File: src/rtl/intack_pkg.sv
package intack_pkg;

   typedef enum logic [1:0] {
      SQ_IDLE,
      SQ_ARMED,
      SQ_RUN,
      SQ_FIN
   } sq_state_e;

   // opcode bytes of the return-from-interrupt fetch, in bus order
   localparam logic [7:0] RET_OP_FIRST  = 8'hED;
   localparam logic [7:0] RET_OP_SECOND = 8'h4D;

   // phase numbering, zero based, one phase per peripheral clock
   localparam logic [2:0] ACK_LAST_PH  = 3'd4;
   localparam logic [2:0] ACK_WAIT_PH  = 3'd2;
   localparam logic [2:0] RET_LAST_PH  = 3'd5;
   localparam logic [2:0] RET_HALF_PH  = 3'd3;

endpackage

File: src/rtl/pbus_clkdiv.sv
module pbus_clkdiv #(
   parameter  int DIV_MIN = 2,
   parameter  int DIV_MAX = 8,
   localparam int CW      = $clog2(DIV_MAX + 1)
) (
   input  logic          clk,
   input  logic          rst_n,
   input  logic [CW-1:0] div_i,
   output logic          tick_o,
   output logic          pclk_o
);

   localparam logic [CW-1:0] LO_V = CW'(DIV_MIN);
   localparam logic [CW-1:0] HI_V = CW'(DIV_MAX);

   if (DIV_MIN < 2 || DIV_MAX < DIV_MIN) begin : g_bad_range
      $error("pbus_clkdiv: divisor range must satisfy 2 <= DIV_MIN <= DIV_MAX");
   end

   logic [CW-1:0] div_eff;
   logic [CW-1:0] cnt;
   logic [CW-1:0] cnt_inc;
   logic [CW-1:0] high_len;
   logic          pclk_q;

   always_comb begin
      if (div_i < LO_V)      div_eff = LO_V;
      else if (div_i > HI_V) div_eff = HI_V;
      else                   div_eff = div_i;
      high_len = (div_eff + 1'b1) >> 1;
      cnt_inc  = cnt + 1'b1;
   end

   // the last core cycle of a peripheral period; a shrunken divisor wraps at once
   assign tick_o = (cnt >= div_eff - 1'b1);
   assign pclk_o = pclk_q;

   always_ff @(posedge clk or negedge rst_n) begin
      if (!rst_n) begin
         cnt    <= '0;
         pclk_q <= 1'b0;
      end else if (tick_o) begin
         cnt    <= '0;
         pclk_q <= 1'b1;
      end else begin
         cnt    <= cnt_inc;
         pclk_q <= (cnt_inc < high_len);
      end
   end

   AST_TICK_SPACED: assert property (@(posedge clk) disable iff (!rst_n)
      tick_o |=> !tick_o) else $error("tick on consecutive cycles");
   AST_PCLK_RISE: assert property (@(posedge clk) disable iff (!rst_n)
      tick_o |=> pclk_o) else $error("pclk not high after tick");

endmodule

File: src/rtl/irq_prio.sv
module irq_prio #(
   parameter int N = 4
) (
   input  logic [N-1:0] req_i,
   output logic [N-1:0] grant_o
);

   if (N < 2) begin : g_bad_n
      $error("irq_prio: at least two lines required");
   end

   for (genvar i = 0; i < N; i++) begin : g_line
      if (i == N - 1) begin : g_top
         assign grant_o[i] = req_i[i];
      end else begin : g_lower
         assign grant_o[i] = req_i[i] & ~(|req_i[N-1:i+1]);
      end
   end

   always_comb begin
      AST_GRANT_ONEHOT: assert (!(|req_i) || $onehot(grant_o))
         else $error("grant not one-hot");
   end

endmodule

File: src/rtl/pbus_seq.sv
module pbus_seq
   import intack_pkg::*;
#(
   parameter int N  = 4,
   parameter int AW = 32
) (
   input  logic          clk,
   input  logic          rst_n,
   input  logic          tick_i,
   input  logic          req_i,
   input  logic          req_ret_i,
   input  logic [N-1:0]  grant_i,
   input  logic          wait_n_i,
   output logic          busy_o,
   output logic          done_o,
   output logic [N-1:0]  line_o,
   output logic [AW-1:0] addr_o,
   output logic [7:0]    data_o,
   output logic          data_oe_o,
   output logic          intak_n_o,
   output logic          fetch_n_o,
   output logic          iorq_n_o,
   output logic          iord_n_o,
   output logic          iowr_n_o
);

   if (AW <= N) begin : g_bad_aw
      $error("pbus_seq: address must be wider than the line field");
   end

   sq_state_e    st;
   logic [2:0]   ph;
   logic         is_ret;
   logic [N-1:0] line_q;

   logic         accept, run, last_ph, wait_ph, second, ack_on, ret_on;
   logic [2:0]   sub;

   always_comb begin
      accept  = (st == SQ_IDLE) && req_i && (req_ret_i || (|grant_i));
      run     = (st == SQ_RUN);
      second  = (ph >= RET_HALF_PH);
      sub     = second ? (ph - RET_HALF_PH) : ph;
      last_ph = is_ret ? (ph == RET_LAST_PH) : (ph == ACK_LAST_PH);
      wait_ph = is_ret ? (sub == 3'd1) : (ph == ACK_WAIT_PH);
      ack_on  = run && !is_ret && (ph >= 3'd1) && (ph <= 3'd3);
      ret_on  = run && is_ret && (sub != 3'd0);
   end

   always_ff @(posedge clk or negedge rst_n) begin
      if (!rst_n) begin
         st     <= SQ_IDLE;
         ph     <= '0;
         is_ret <= 1'b0;
         line_q <= '0;
      end else begin
         unique case (st)
            SQ_IDLE: if (accept) begin
               st     <= SQ_ARMED;
               is_ret <= req_ret_i;
               if (!req_ret_i) line_q <= grant_i;
            end
            SQ_ARMED: if (tick_i) begin
               st <= SQ_RUN;
               ph <= '0;
            end
            SQ_RUN: if (tick_i) begin
               if (wait_ph && !wait_n_i) begin
                  ph <= ph;
               end else if (last_ph) begin
                  st <= SQ_FIN;
                  ph <= '0;
               end else begin
                  ph <= ph + 3'd1;
               end
            end
            SQ_FIN: st <= SQ_IDLE;
            default: st <= SQ_IDLE;
         endcase
      end
   end

   assign busy_o    = (st != SQ_IDLE);
   assign done_o    = (st == SQ_FIN);
   assign line_o    = line_q;
   assign addr_o    = (run && !is_ret) ? ~AW'(line_q) : '0;
   assign data_oe_o = run && is_ret;
   assign data_o    = second ? RET_OP_SECOND : RET_OP_FIRST;
   assign intak_n_o = !ack_on;
   assign fetch_n_o = !((ack_on && line_q[0]) || ret_on);
   assign iorq_n_o  = !((ack_on && line_q[0]) || ret_on);
   assign iord_n_o  = !ret_on;
   assign iowr_n_o  = 1'b1;

   AST_DONE_PULSE: assert property (@(posedge clk) disable iff (!rst_n)
      done_o |=> !done_o) else $error("done longer than one cycle");
   AST_BUSY_HOLD: assert property (@(posedge clk) disable iff (!rst_n)
      (busy_o && !done_o) |=> busy_o) else $error("busy dropped early");
   AST_START_ALIGNED: assert property (@(posedge clk) disable iff (!rst_n)
      $rose(run) |-> $past(tick_i)) else $error("start off a peripheral edge");
   AST_WAIT_HOLD: assert property (@(posedge clk) disable iff (!rst_n)
      (ack_on && ph == ACK_WAIT_PH && tick_i && !wait_n_i) |=> !intak_n_o)
      else $error("wait did not stretch acknowledge");
   AST_RET_NO_ACK: assert property (@(posedge clk) disable iff (!rst_n)
      data_oe_o |-> intak_n_o) else $error("acknowledge during return fetch");

endmodule

File: src/rtl/intack_busgen.sv
module intack_busgen #(
   parameter  int NLINE   = 4,
   parameter  int AW      = 32,
   parameter  int DIV_MIN = 2,
   parameter  int DIV_MAX = 8,
   localparam int DIV_W   = $clog2(DIV_MAX + 1)
) (
   input  logic             clk,
   input  logic             rst_n,
   input  logic [DIV_W-1:0] div_i,
   input  logic             req_i,
   input  logic             req_ret_i,
   input  logic [NLINE-1:0] irq_pend_i,
   input  logic             wait_n_i,
   output logic             busy_o,
   output logic             done_o,
   output logic [NLINE-1:0] ack_vec_o,
   output logic             pclk_o,
   output logic [AW-1:0]    addr_o,
   output logic [7:0]       data_o,
   output logic             data_oe_o,
   output logic             intak_n_o,
   output logic             fetch_n_o,
   output logic             iorq_n_o,
   output logic             iord_n_o,
   output logic             iowr_n_o
);

   logic             tick;
   logic [NLINE-1:0] grant;

   pbus_clkdiv #(.DIV_MIN(DIV_MIN), .DIV_MAX(DIV_MAX)) u_div (
      .clk    (clk),
      .rst_n  (rst_n),
      .div_i  (div_i),
      .tick_o (tick),
      .pclk_o (pclk_o)
   );

   irq_prio #(.N(NLINE)) u_prio (
      .req_i   (irq_pend_i),
      .grant_o (grant)
   );

   pbus_seq #(.N(NLINE), .AW(AW)) u_seq (
      .clk       (clk),
      .rst_n     (rst_n),
      .tick_i    (tick),
      .req_i     (req_i),
      .req_ret_i (req_ret_i),
      .grant_i   (grant),
      .wait_n_i  (wait_n_i),
      .busy_o    (busy_o),
      .done_o    (done_o),
      .line_o    (ack_vec_o),
      .addr_o    (addr_o),
      .data_o    (data_o),
      .data_oe_o (data_oe_o),
      .intak_n_o (intak_n_o),
      .fetch_n_o (fetch_n_o),
      .iorq_n_o  (iorq_n_o),
      .iord_n_o  (iord_n_o),
      .iowr_n_o  (iowr_n_o)
   );

   AST_ACK_ADDR: assert property (@(posedge clk) disable iff (!rst_n)
      !intak_n_o |-> ((&addr_o[AW-1:NLINE]) && ($countones(addr_o[NLINE-1:0]) == NLINE - 1)))
      else $error("acknowledge address not single-zero");
   AST_QUIET_STROBES: assert property (@(posedge clk) disable iff (!rst_n)
      (!intak_n_o && !ack_vec_o[0]) |-> (fetch_n_o && iorq_n_o && iord_n_o && iowr_n_o))
      else $error("extra strobe during upper-line acknowledge");

endmodule

File: config.mk
export PLATFORM = sky130hd
export DESIGN_NAME = intack_busgen
export DESIGN_NICKNAME = d
export VERILOG_FILES = /design/src/rtl/intack_pkg.sv /design/src/rtl/pbus_clkdiv.sv /design/src/rtl/irq_prio.sv /design/src/rtl/pbus_seq.sv /design/src/rtl/intack_busgen.sv
export SDC_FILE = /design/constraint.sdc
export NUM_CORES = 1
export LEC_CHECK = 0
export ABC_CLOCK_PERIOD_IN_PS = 4000
export BUFFER_PORTS_ARGS = -buffer_cell sky130_fd_sc_hd__clkbuf_2
export CAP_MARGIN = 5
export CORE_ASPECT_RATIO = 0.6
export CORE_UTILIZATION = 50
export DETAILED_ROUTE_END_ITERATION = 8
export HOLD_SLACK_MARGIN = 0.15
export PLACE_DENSITY = 0.93
export RECOVER_POWER = 50
export SKIP_LAST_GASP = 1
export SLEW_MARGIN = 20
export SYNTH_ARGS = -nofsm -noshare
export SYNTH_HDL_FRONTEND = slang
export SYNTH_HIERARCHICAL = 1
export SYNTH_SLANG_ARGS = --single-unit
File: constraint.sdc
create_clock -name clk -period 4 [get_ports clk]
set_input_delay 0.8 -clock clk [delete_from_list [all_inputs] [get_ports clk]]
set_output_delay 0.8 -clock clk [all_outputs]
set_load 0.03 [all_outputs]
==> impl_metrics.env, run 1 <==
export IMPL_grt_pass1_wl_mm=4.64
export IMPL_post_route_period_util_pct=83.4
export IMPL_insertedDiodeCount=0
export IMPL_cellLeakagePower_nw=0.856
export IMPL_hold_path_startpoint="u_seq/line_o[3]"
export IMPL_antenna_found_initial=0
export IMPL_syn_to_final_growth_pct=5.15
export IMPL_die_h_um=44.5
export IMPL_status="finished clean"
export IMPL_swShare_pct=58.3
export IMPL_ys_types=42
export IMPL_fill_cells=241
export IMPL_setup_viol_count_final=0
export IMPL_routabilityCongestion=0.895
export IMPL_post_cts_resized=0
export IMPL_grt_overflow=0
export IMPL_drt_total_wl_mm=2.82
export IMPL_worstPathBufferInverterCount=1
export IMPL_syn_area_um2=1510
export IMPL_synthArstFlopShare_pct=100
export IMPL_yosysTopAreaCell="dfrtp_1"
export IMPL_p_int_mw=0.621
export IMPL_postPlaceCellArea_um2=1580
export IMPL_postCtsHoldBufs=0
export IMPL_period_needed_ns=3.34
export IMPL_grt_pass1_vias=1007
export IMPL_power_switching_mw=0.869
export IMPL_grt_max_degree=29
export IMPL_clock_skew_ns=0.00162
export IMPL_placementRows=14
export IMPL_drc_errors=0
export IMPL_final_cell_area_um2=1580
export IMPL_whs_path_depth=1
export IMPL_synth_flop_cell="dfrtp_1"
export IMPL_cts_sink_count=15
export IMPL_start_util_pct=56.2
export IMPL_worstPathCellList="clkbuf_1 -> o211ai_1 -> ha_1 -> ha_1 -> a21oi_4 -> o21ai_0 -> o21ai_0 -> a41oi_2 -> mux2_2"
export IMPL_min_to="u_seq/line_o[3]"
export IMPL_relSlewSlack_pct=45.6
export IMPL_pre_cts_ws_ns=0.977
export IMPL_io_pins=66
export IMPL_clkTransAtPathRegs_ns=0.06
export IMPL_start_kind="primary input"
export IMPL_synth_top_cell_area_share_pct=24.9
export IMPL_drive_above_1_share_pct=32.8
export IMPL_numPortBuffers=58
export IMPL_slowest_delay_ns=0.63
export IMPL_ys_ff_latch=15
export IMPL_cp_slowest_cell="o21ai_0"
export IMPL_dieArea_um2=3240
export IMPL_num_vias=1129
export IMPL_h_tree_depth=1
export IMPL_path_delay_family="compound AO/OA/AOI/OAI gates"
export IMPL_hold_path_class="reg -> reg"
export IMPL_postRouteAntennaNets=0
export IMPL_crit_cells=9
export IMPL_cellPowerDensity_nw_per_um2=941
export IMPL_numCtsBuffers=3
export IMPL_cp_required_ns=4.14
export IMPL_drtPass1Iterations=4
export IMPL_cp_max_fo=7
export IMPL_clk_path_buf_depth=2
export IMPL_clock_fmax_ghz=0.300
export IMPL_ys_warn_count=6
export IMPL_ys_seq_area_share_pct=24.9
export IMPL_tns_ns=0
export IMPL_reg2reg_setup_slack_ns=1.35
export IMPL_r2r_end="u_seq/ph[1]"
export IMPL_seq_power_share_pct=20.4
export IMPL_wl_per_cell_um=12.3
export IMPL_final_nets=221
export IMPL_worstSetupPathType="in -> reg"
export IMPL_r2r_start="u_div/cnt[0]"
export IMPL_core_area_um2=2680
export IMPL_crit_arrival_ns=3.47
export IMPL_dp_hpwl_mm=2.28
export IMPL_rr_worst_depth=8
export IMPL_tritoncts="built"
export IMPL_vdd_drop_max_mv=0.416
export IMPL_end_kind="flip-flop"
export IMPL_grtUsageTotal_pct=19.3
export IMPL_tightest_slew_ns=0.807
export IMPL_slew_viol_final=0
export IMPL_synthCells=160
export IMPL_combinationalPowerShare_pct=71.2
export IMPL_clk_latency_ns=0.25
export IMPL_max_cap_violations=0
export IMPL_cts_setup_buffers=0
export IMPL_synth_edff_count=0
export IMPL_viasPerCell=4.93
export IMPL_hold_viol=0
export IMPL_ys_top_cells_by_area="dfrtp_1 (25%), buf_4 (18%), ha_1 (15%), mux2_2 (6.7%), inv_1 (4.0%)"
export IMPL_cts_root_buf="clkbuf_8"
export IMPL_die_width_um=72.9
export IMPL_drt_iter0_drc=51
export IMPL_clock_power_share_pct=8.4
export IMPL_avgSynthCellArea_um2=9.42
export IMPL_rsz0062_at_grt="no"
export IMPL_worst_slack_ns=0.664
-- cells in the final DEF (no fill, tap or decap), types with 2 or more instances in the layout --
cell type   n
dfrtp_1    15
nor2_1     14
xnor2_1     2
a21oi_1     2
nand2_1     3
nor3_1      2
a21o_1      3
conb_1      8
mux2_2      9
nor2b_1     2
xor2_1      2
clkbuf_2   42
o211ai_1    2
nand3_1     2
clkbuf_1   17
ha_1       18
inv_1      16
clkbuf_8    3
o21ai_0     4
-- power groups by stage --
stage                     Clock, mW  Sequential [mW]  Combinational (mW)
after floorplan                   0            0.320               0.976
after global placement            0            0.303                1.06
after detailed placement          0            0.305                1.09
after CTS                     0.129            0.303                1.10
after global routing          0.135            0.315                1.15
final                         0.125            0.304                1.06
-- Yosys cell counts, drive strengths merged, types with 3 or more instances --
| master | instances |
|---|---|
| a21o | 3 |
| a21oi | 3 |
| buf | 38 |
| conb | 3 |
| dfrtp | 15 |
| ha | 18 |
| inv | 16 |
| mux2 | 9 |
| nand2 | 3 |
| nand3 | 3 |
| nor2 | 14 |
| nor2b | 3 |
| o21ai | 4 |
| xnor2 | 3 |
-- routing by layer --
metal | global-route usage (%) | part of all wire (%) | vias up
met1 | 26.2 | 46 | 529
met3 | 5.47 | 7.4 | 0
met5 | 0 | 0 | -
met4 | 2.35 | 0 | 0
li1 | - | - | 545
met2 | 31.8 | 47 | 55
-- worst max path at each step --
stage                start     endpoint  slack [ns]
3_3_place_gp      div_i[2]  u_seq/ph[0]        1.10
4_1_cts        u_seq/ph[0]     iorq_n_o        0.91
6_report          div_i[2]  u_seq/ph[1]        0.66
3_5_place_dp      div_i[2]  u_seq/ph[1]        0.98
2_1_floorplan  u_seq/ph[1]     iorq_n_o        0.75
5_1_grt           div_i[2]  u_seq/ph[0]        0.39
-- sequential cells by signal, indices dropped and copies added, names as in the netlist --
register	cells
u_div/cnt	4
u_div/pclk_o	1
u_seq/is_ret	1
u_seq/line_o	4
u_seq/ph	3
u_seq/st	2
-- through the flow --
| stage | cells | hold slack, ns | power (mW) | utilization [%] |
|---|---|---|---|---|
| after floorplan | 165 | 0.481 | 1.30 | - |
| after global placement | 225 | 0.526 | 1.36 | 58.8 |
| after detailed placement | 225 | 0.533 | 1.40 | 58.8 |
| after CTS | 229 | 0.463 | 1.53 | 60.5 |
| after global routing | 229 | 0.564 | 1.60 | 59.1 |
| final | 229 | 0.541 | 1.49 | 59.1 |
-- kinds of logic (layout without fill, tap and decap cells) --
logic type / count (synthesis) / count (layout) / synth area share, %
buffers and inverters: 54 / 78 / 23.2
AOI/OAI and AO/OA: 21 / 21 / 12.2
other: 3 / 8 / 0.747
and+or+nand+nor: 34 / 34 / 13.2
xor gates and xnor gates: 5 / 5 / 3.41
DFF: 15 / 15 / 24.9
adders and majority gates: 18 / 18 / 15.0
muxes: 10 / 10 / 7.39
-- final cells by class --
cell class	instances	area (um^2)	share of cell area, %
flip-flops and latches	15	375	23.7
multi-input cells	96	783	49.4
repair buffers	58	270	17.1
well taps	40	50.0	3.16
inverters	16	60.1	3.79
clock buffers	4	45.0	2.84
Power figures use the tool's default switching activity.
==> run 2, diff against run 1 <==
Settings changed: ABC_AREA set to 1, ABC_CLOCK_PERIOD_IN_PS 4000 to 2800, CORE_UTILIZATION 50 to 44, PLACE_DENSITY 0.93 to 0.86.
Clock period 4 ns to 2.8 ns, I/O delays scaled along.
==> run 2 against run 1 <==
Effect of this change:
- hold slack got worse by 0.15 ns
- via count rose by 24%
- clock-buffer cell count stayed put
- area after synthesis rose by 3.8%
- sequential share of layout area fell by 1.8 points
- non-clock buffer count increased by 1
- critical endpoint is now iorq_n_o
- largest cell class unchanged
==> impl_metrics.env, run 2 <==
export IMPL_status="finished clean"
export IMPL_max_cap_violations=0
export IMPL_numPlacedInstances=296
export IMPL_slew_viol_final=0
export IMPL_tritoncts="built"
export IMPL_final_cell_mix="nand2_1 (48), clkbuf_2 (45), inv_1 (32)"
export IMPL_start_util_pct=47.1
export IMPL_antenna_found_initial=0
export IMPL_worstPathBufferInverterCount=2
export IMPL_cp_slowest_cell="dfrtp_1"
export IMPL_end_kind="output port"
export IMPL_io_pins=66
export IMPL_tightest_slew_ns=0.834
export IMPL_synthCells=224
export IMPL_yosys_top_cells_count="nand2_1 (48), buf_4 (37), inv_1 (32)"
export IMPL_post_cts_resized=0
export IMPL_fin_hold_ws_ns=0.389
export IMPL_synth_edff_count=0
export IMPL_postCtsHoldBufs=0
export IMPL_worstSetupPathType="reg -> out"
export IMPL_period_needed_ns=2.63
export IMPL_hold_viol=0
export IMPL_drc_errors=0
export IMPL_ys_warn_count=6
export IMPL_worst_slack_ns=0.170
export IMPL_fill_cells=334
export IMPL_dp_hpwl_mm=2.54
export IMPL_routabilityCongestion=0.863
export IMPL_postPlaceCellArea_um2=1680
export IMPL_slowest_delay_ns=0.49
export IMPL_finalNonFillerCells=300
export IMPL_numCtsBuffers=3
export IMPL_met2_wirelength_mm=1.37
export IMPL_cp_required_ns=2.24
export IMPL_synth_top_cell_area_share_pct=24.0
export IMPL_dieArea_um2=3800
export IMPL_drt_total_wl_mm=3.10
export IMPL_clk_path_buf_depth=2
export IMPL_synth_flop_cell="dfrtp_1"
export IMPL_cts_sink_count=15
export IMPL_cts_root_buf="clkbuf_8"
export IMPL_layout_commonest_cell="nand2_1"
export IMPL_wl_per_cell_um=10.3
export IMPL_yosysTopAreaCell="dfrtp_1"
export IMPL_grt_pass1_wl_mm=4.93
export IMPL_ys_seq_area_share_pct=24.0
export IMPL_grt_pass1_vias=1089
export IMPL_tns_ns=0
export IMPL_numPortBuffers=58
export IMPL_drive_above_1_share_pct=25.9
export IMPL_die_h_um=48.2
export IMPL_worstPathCellList="ha_1 -> ha_1 -> inv_1 -> nand4_1 -> nand2_1 -> nand3_1 -> nand2_1 -> o21a_2 -> clkbuf_2"
export IMPL_path_delay_family="flip-flops"
export IMPL_power_total_mw=1.95
export IMPL_rsz0062_at_grt="no"
export IMPL_ys_ff_latch=15
export IMPL_core_area_um2=3320
export IMPL_avgSynthCellArea_um2=6.98
export IMPL_utilization_pct=51.5
export IMPL_post_route_period_util_pct=93.9
export IMPL_insertedDiodeCount=0
export IMPL_placementRows=16
export IMPL_hold_path_class="in -> async"
export IMPL_routed_top_layer="met4"
export IMPL_h_tree_depth=1
export IMPL_drt_iter0_drc=115
export IMPL_vdd_drop_max_mv=0.615
export IMPL_grt_max_degree=29
export IMPL_clock_skew_ns=0.00507
export IMPL_grt_overflow=0
export IMPL_cellLeakagePower_nw=1.02
export IMPL_cts_setup_buffers=0
export IMPL_die_width_um=79.0
export IMPL_viasPerCell=4.65
export IMPL_ys_top_cells_by_area="dfrtp_1 (24%), buf_4 (18%), ha_1 (14%), nand2_1 (12%), inv_1 (7.7%)"
export IMPL_ys_types=25
export IMPL_syn_to_final_growth_pct=9.44
export IMPL_route_met3_wl_um=288
export IMPL_synth_most_common_cell="nand2_1"
export IMPL_clk_latency_ns=0.25
export IMPL_final_nets=287
export IMPL_wl_met1_mm=1.41
export IMPL_cellPowerDensity_nw_per_um2=1140
export IMPL_syn_area_um2=1560
export IMPL_relSlewSlack_pct=44.4
export IMPL_pre_cts_ws_ns=0.0409
export IMPL_grtUsageTotal_pct=17.4
export IMPL_synthArstFlopShare_pct=100
export IMPL_num_vias=1395
export IMPL_cp_max_fo=8
export IMPL_drtPass1Iterations=4
export IMPL_setup_viol_count_final=0
export IMPL_final_cell_area_um2=1710
export IMPL_postRouteAntennaNets=0
export IMPL_crit_arrival_ns=2.07
export IMPL_start_kind="flip-flop"
export IMPL_clkTransAtPathRegs_ns=0.06
export IMPL_clock_fmax_ghz=0.380
run 2: changes by cell type after synthesis, sizes merged, moves of 3 or more:
| cell | before | now |
|---|---|---|
| inv | 16 | 38 |
| nand3 | 3 | 12 |
| nor2 | 14 | 22 |
| nand4 | 0 | 4 |
| nor2b | 3 | 0 |
| nand2 | 3 | 52 |
| mux2 | 9 | 0 |
| a21o | 3 | 0 |
run 2: area by class of cell:
class / instances / area (um^2) / share of cell area [%]
tap: 45 / 56.3 / 3.29
clock buffer: 4 / 45.0 / 2.63
multi-input combinational: 137 / 803 / 46.9
inverter: 40 / 150 / 8.77
timing repair buffer: 59 / 282 / 16.4
sequential: 15 / 375 / 21.9
run 2: logic make-up after synthesis:
group | synth area share, %
adder cells (fa/ha/maj) | 14.4
buffers and inverters | 27.4
AO/OA/AOI/OAI | 5.76
XOR/XNOR | 1.12
AND/OR/NAND/NOR | 26.6
flip-flops | 24.0
other | 0.720
run 2: path summary, 6_finish.rpt:
check | start | endpoint | slack [ns] | cells after the start
worst max-delay path | u_seq/ph[0] | iorq_n_o | 0.17 | 9
max in group asynchronous | rst_n | u_seq/line_o[1] | 1.89 | 1
min in group clk | u_seq/line_o[1] | u_seq/line_o[1] | 0.52 | 2
worst max register to register | u_div/cnt[0] | u_seq/st[0] | 0.96 | 10
worst min register to register | u_seq/line_o[1] | u_seq/line_o[1] | 0.52 | 2
worst min-delay path | rst_n | u_div/cnt[1] | 0.39 | 1
run 2: power by group:
part | switching, mW | leakage (nW) | internal [mW] | total (mW)
Sequential | 0.128 | 0.191 | 0.310 | 0.438
Clock | 0.0740 | 0.0228 | 0.101 | 0.175
Combinational | 0.935 | 0.802 | 0.402 | 1.34
Total | 1.14 | 1.02 | 0.813 | 1.95
run 2: metal layers:
layer  track usage (%)  vias up
li1                  -      704
met1              23.8      620
met5                 0        -
met3              5.05        4
met4              3.27        0
met2              28.3       67
run 2: worst register-to-register path, cell delays in order, from the launching register on:
cell,delay (ns)
dfrtp_1,0.46
inv_1,0.07
ha_1,0.29
nand2_1,0.05
nor2_1,0.14
nand3b_4,0.18
nor2_1,0.05
a21oi_1,0.22
nand2_1,0.12
nand2_1,0.09
nand2_1,0.06
==> run 3, diff against run 2 <==
Settings changed: MAX_ROUTING_LAYER set to met4.
==> run 3 against run 2 <==
Effect of this change:
- final cell count stayed put
- clock power hardly changed
- sequential power hardly changed
- largest power group unchanged
- largest cell class unchanged
- register-to-register slack hardly changed
- global-route usage is 0.61 points higher
- flip-flop and latch count stayed put
==> impl_metrics.env, run 3 (same netlist as run 2, synthesis figures left out) <==
export IMPL_clock_skew_ns=0.00437
export IMPL_clk_latency_ns=0.25
export IMPL_period_needed_ns=2.62
export IMPL_vdd_drop_max_mv=0.615
export IMPL_hold_path_class="in -> async"
export IMPL_grt_pass1_vias=1085
export IMPL_postCtsHoldBufs=0
export IMPL_tightest_slew_ns=0.833
export IMPL_slew_viol_final=0
export IMPL_slowest_delay_ns=0.49
export IMPL_cp_slowest_cell="dfrtp_1"
export IMPL_setup_worst_path_start="u_seq/ph[0]"
export IMPL_numPortBuffers=58
export IMPL_drt_total_wl_mm=3.09
export IMPL_rsz0062_at_grt="no"
export IMPL_layout_commonest_cell="nand2_1"
export IMPL_wl_per_cell_um=10.3
export IMPL_die_width_um=79.0
export IMPL_core_area_um2=3320
export IMPL_crit_arrival_ns=2.06
export IMPL_tritoncts="built"
export IMPL_fill_cells=334
export IMPL_status="finished clean"
export IMPL_drive_above_1_share_pct=25.9
export IMPL_die_h_um=48.2
export IMPL_cellLeakagePower_nw=1.02
export IMPL_start_kind="flip-flop"
export IMPL_insertedDiodeCount=0
export IMPL_cts_root_buf="clkbuf_8"
export IMPL_cellPowerDensity_nw_per_um2=1140
export IMPL_routabilityCongestion=0.877
export IMPL_worstSetupPathType="reg -> out"
export IMPL_fin_hold_ws_ns=0.389
export IMPL_start_util_pct=47.1
export IMPL_clock_fmax_ghz=0.382
export IMPL_antenna_found_initial=0
export IMPL_rr_worst_depth=10
export IMPL_r2r_start="u_div/cnt[0]"
export IMPL_multi_input_area_um2=803
export IMPL_clk_path_buf_depth=2
export IMPL_drc_errors=0
export IMPL_h_tree_depth=1
export IMPL_syn_to_final_growth_pct=9.44
export IMPL_post_route_period_util_pct=93.6
export IMPL_drtPass1Iterations=4
export IMPL_power_total_mw=1.95
export IMPL_relSlewSlack_pct=44.4
export IMPL_worstPathCellList="ha_1 -> ha_1 -> inv_1 -> nand4_1 -> nand2_1 -> nand3_1 -> nand2_1 -> o21a_2 -> clkbuf_2"
export IMPL_setup_viol_count_final=0
export IMPL_dp_hpwl_mm=2.54
export IMPL_io_pins=66
export IMPL_placementRows=16
export IMPL_max_cap_violations=0
export IMPL_cp_required_ns=2.24
export IMPL_cts_sink_count=15
export IMPL_grt_overflow=0
export IMPL_cts_setup_buffers=0
export IMPL_post_cts_resized=0
export IMPL_grt_pass1_wl_mm=4.94
export IMPL_end_kind="output port"
export IMPL_viasPerCell=4.60
export IMPL_grt_max_degree=29
export IMPL_final_nets=287
export IMPL_clkTransAtPathRegs_ns=0.06
export IMPL_grtUsageTotal_pct=18.0
export IMPL_numCtsBuffers=3
export IMPL_postRouteAntennaNets=0
export IMPL_final_cell_mix="nand2_1 (48), clkbuf_2 (45), inv_1 (32)"
export IMPL_utilization_pct=51.5
export IMPL_tns_ns=0
export IMPL_hold_viol=0
export IMPL_num_vias=1380
export IMPL_ff_latch_area_um2=375
export IMPL_dieArea_um2=3800
export IMPL_cp_max_fo=8
export IMPL_drt_iter0_drc=98
==> run 3: routing by layer <==
layer | routed length [um] | share of wire, % | track usage (%) | up-vias
li1 | - | - | - | 706
met1 | 1440 | 47 | 23.8 | 606
met2 | 1350 | 44 | 28.3 | 64
met3 | 271 | 8.8 | 5.05 | 4
met4 | 23 | 0.75 | 3.27 | 0
met5 | 0 | 0 | - | -
==> run 3: critical path, delay by kind of cell, from the launching register on <==
family | cells | cell delay, ns
flops | 1 | 0.49
buf+inv | 2 | 0.35
fa+ha+maj | 2 | 0.44
simple gates | 4 | 0.40
compound gates | 1 | 0.14
==> run 3: final timing paths <==
kind                                        end  slack (ns)
worst max-delay path                   iorq_n_o        0.18
worst min-delay path               u_div/cnt[1]        0.39
worst max register to register      u_seq/st[0]        0.96
worst min register to register  u_seq/line_o[1]        0.52
max in group asynchronous       u_seq/line_o[1]        1.90
min in group clk                u_seq/line_o[1]        0.52
==> run 3: report_power, final <==
group	leakage (nW)	total, mW	internal, mW	switching [mW]
clock	0.0228	0.175	0.101	0.0740
combinational	0.802	1.34	0.402	0.937
sequential	0.191	0.438	0.310	0.128
total	1.02	1.95	0.813	1.14
==> run 3: final cells by class <==
| cell class | count | area share (%) |
|---|---|---|
| multi-input combinational | 137 | 46.9 |
| sequential | 15 | 21.9 |
| timing repair buffer | 59 | 16.4 |
| inverter | 40 | 8.77 |
| tap | 45 | 3.29 |
| clock buffer | 4 | 2.63 |
==> run 3: metrics by stage <==
step	instances	setup slack (ns)	cell area, um^2
2_1_floorplan	229	0.00912	1610
3_3_place_gp	296	0.208	1680
3_5_place_dp	296	0.0409	1680
4_1_cts	300	0.192	1730
5_1_grt	300	0.00484	1710
6_report	300	0.179	1710
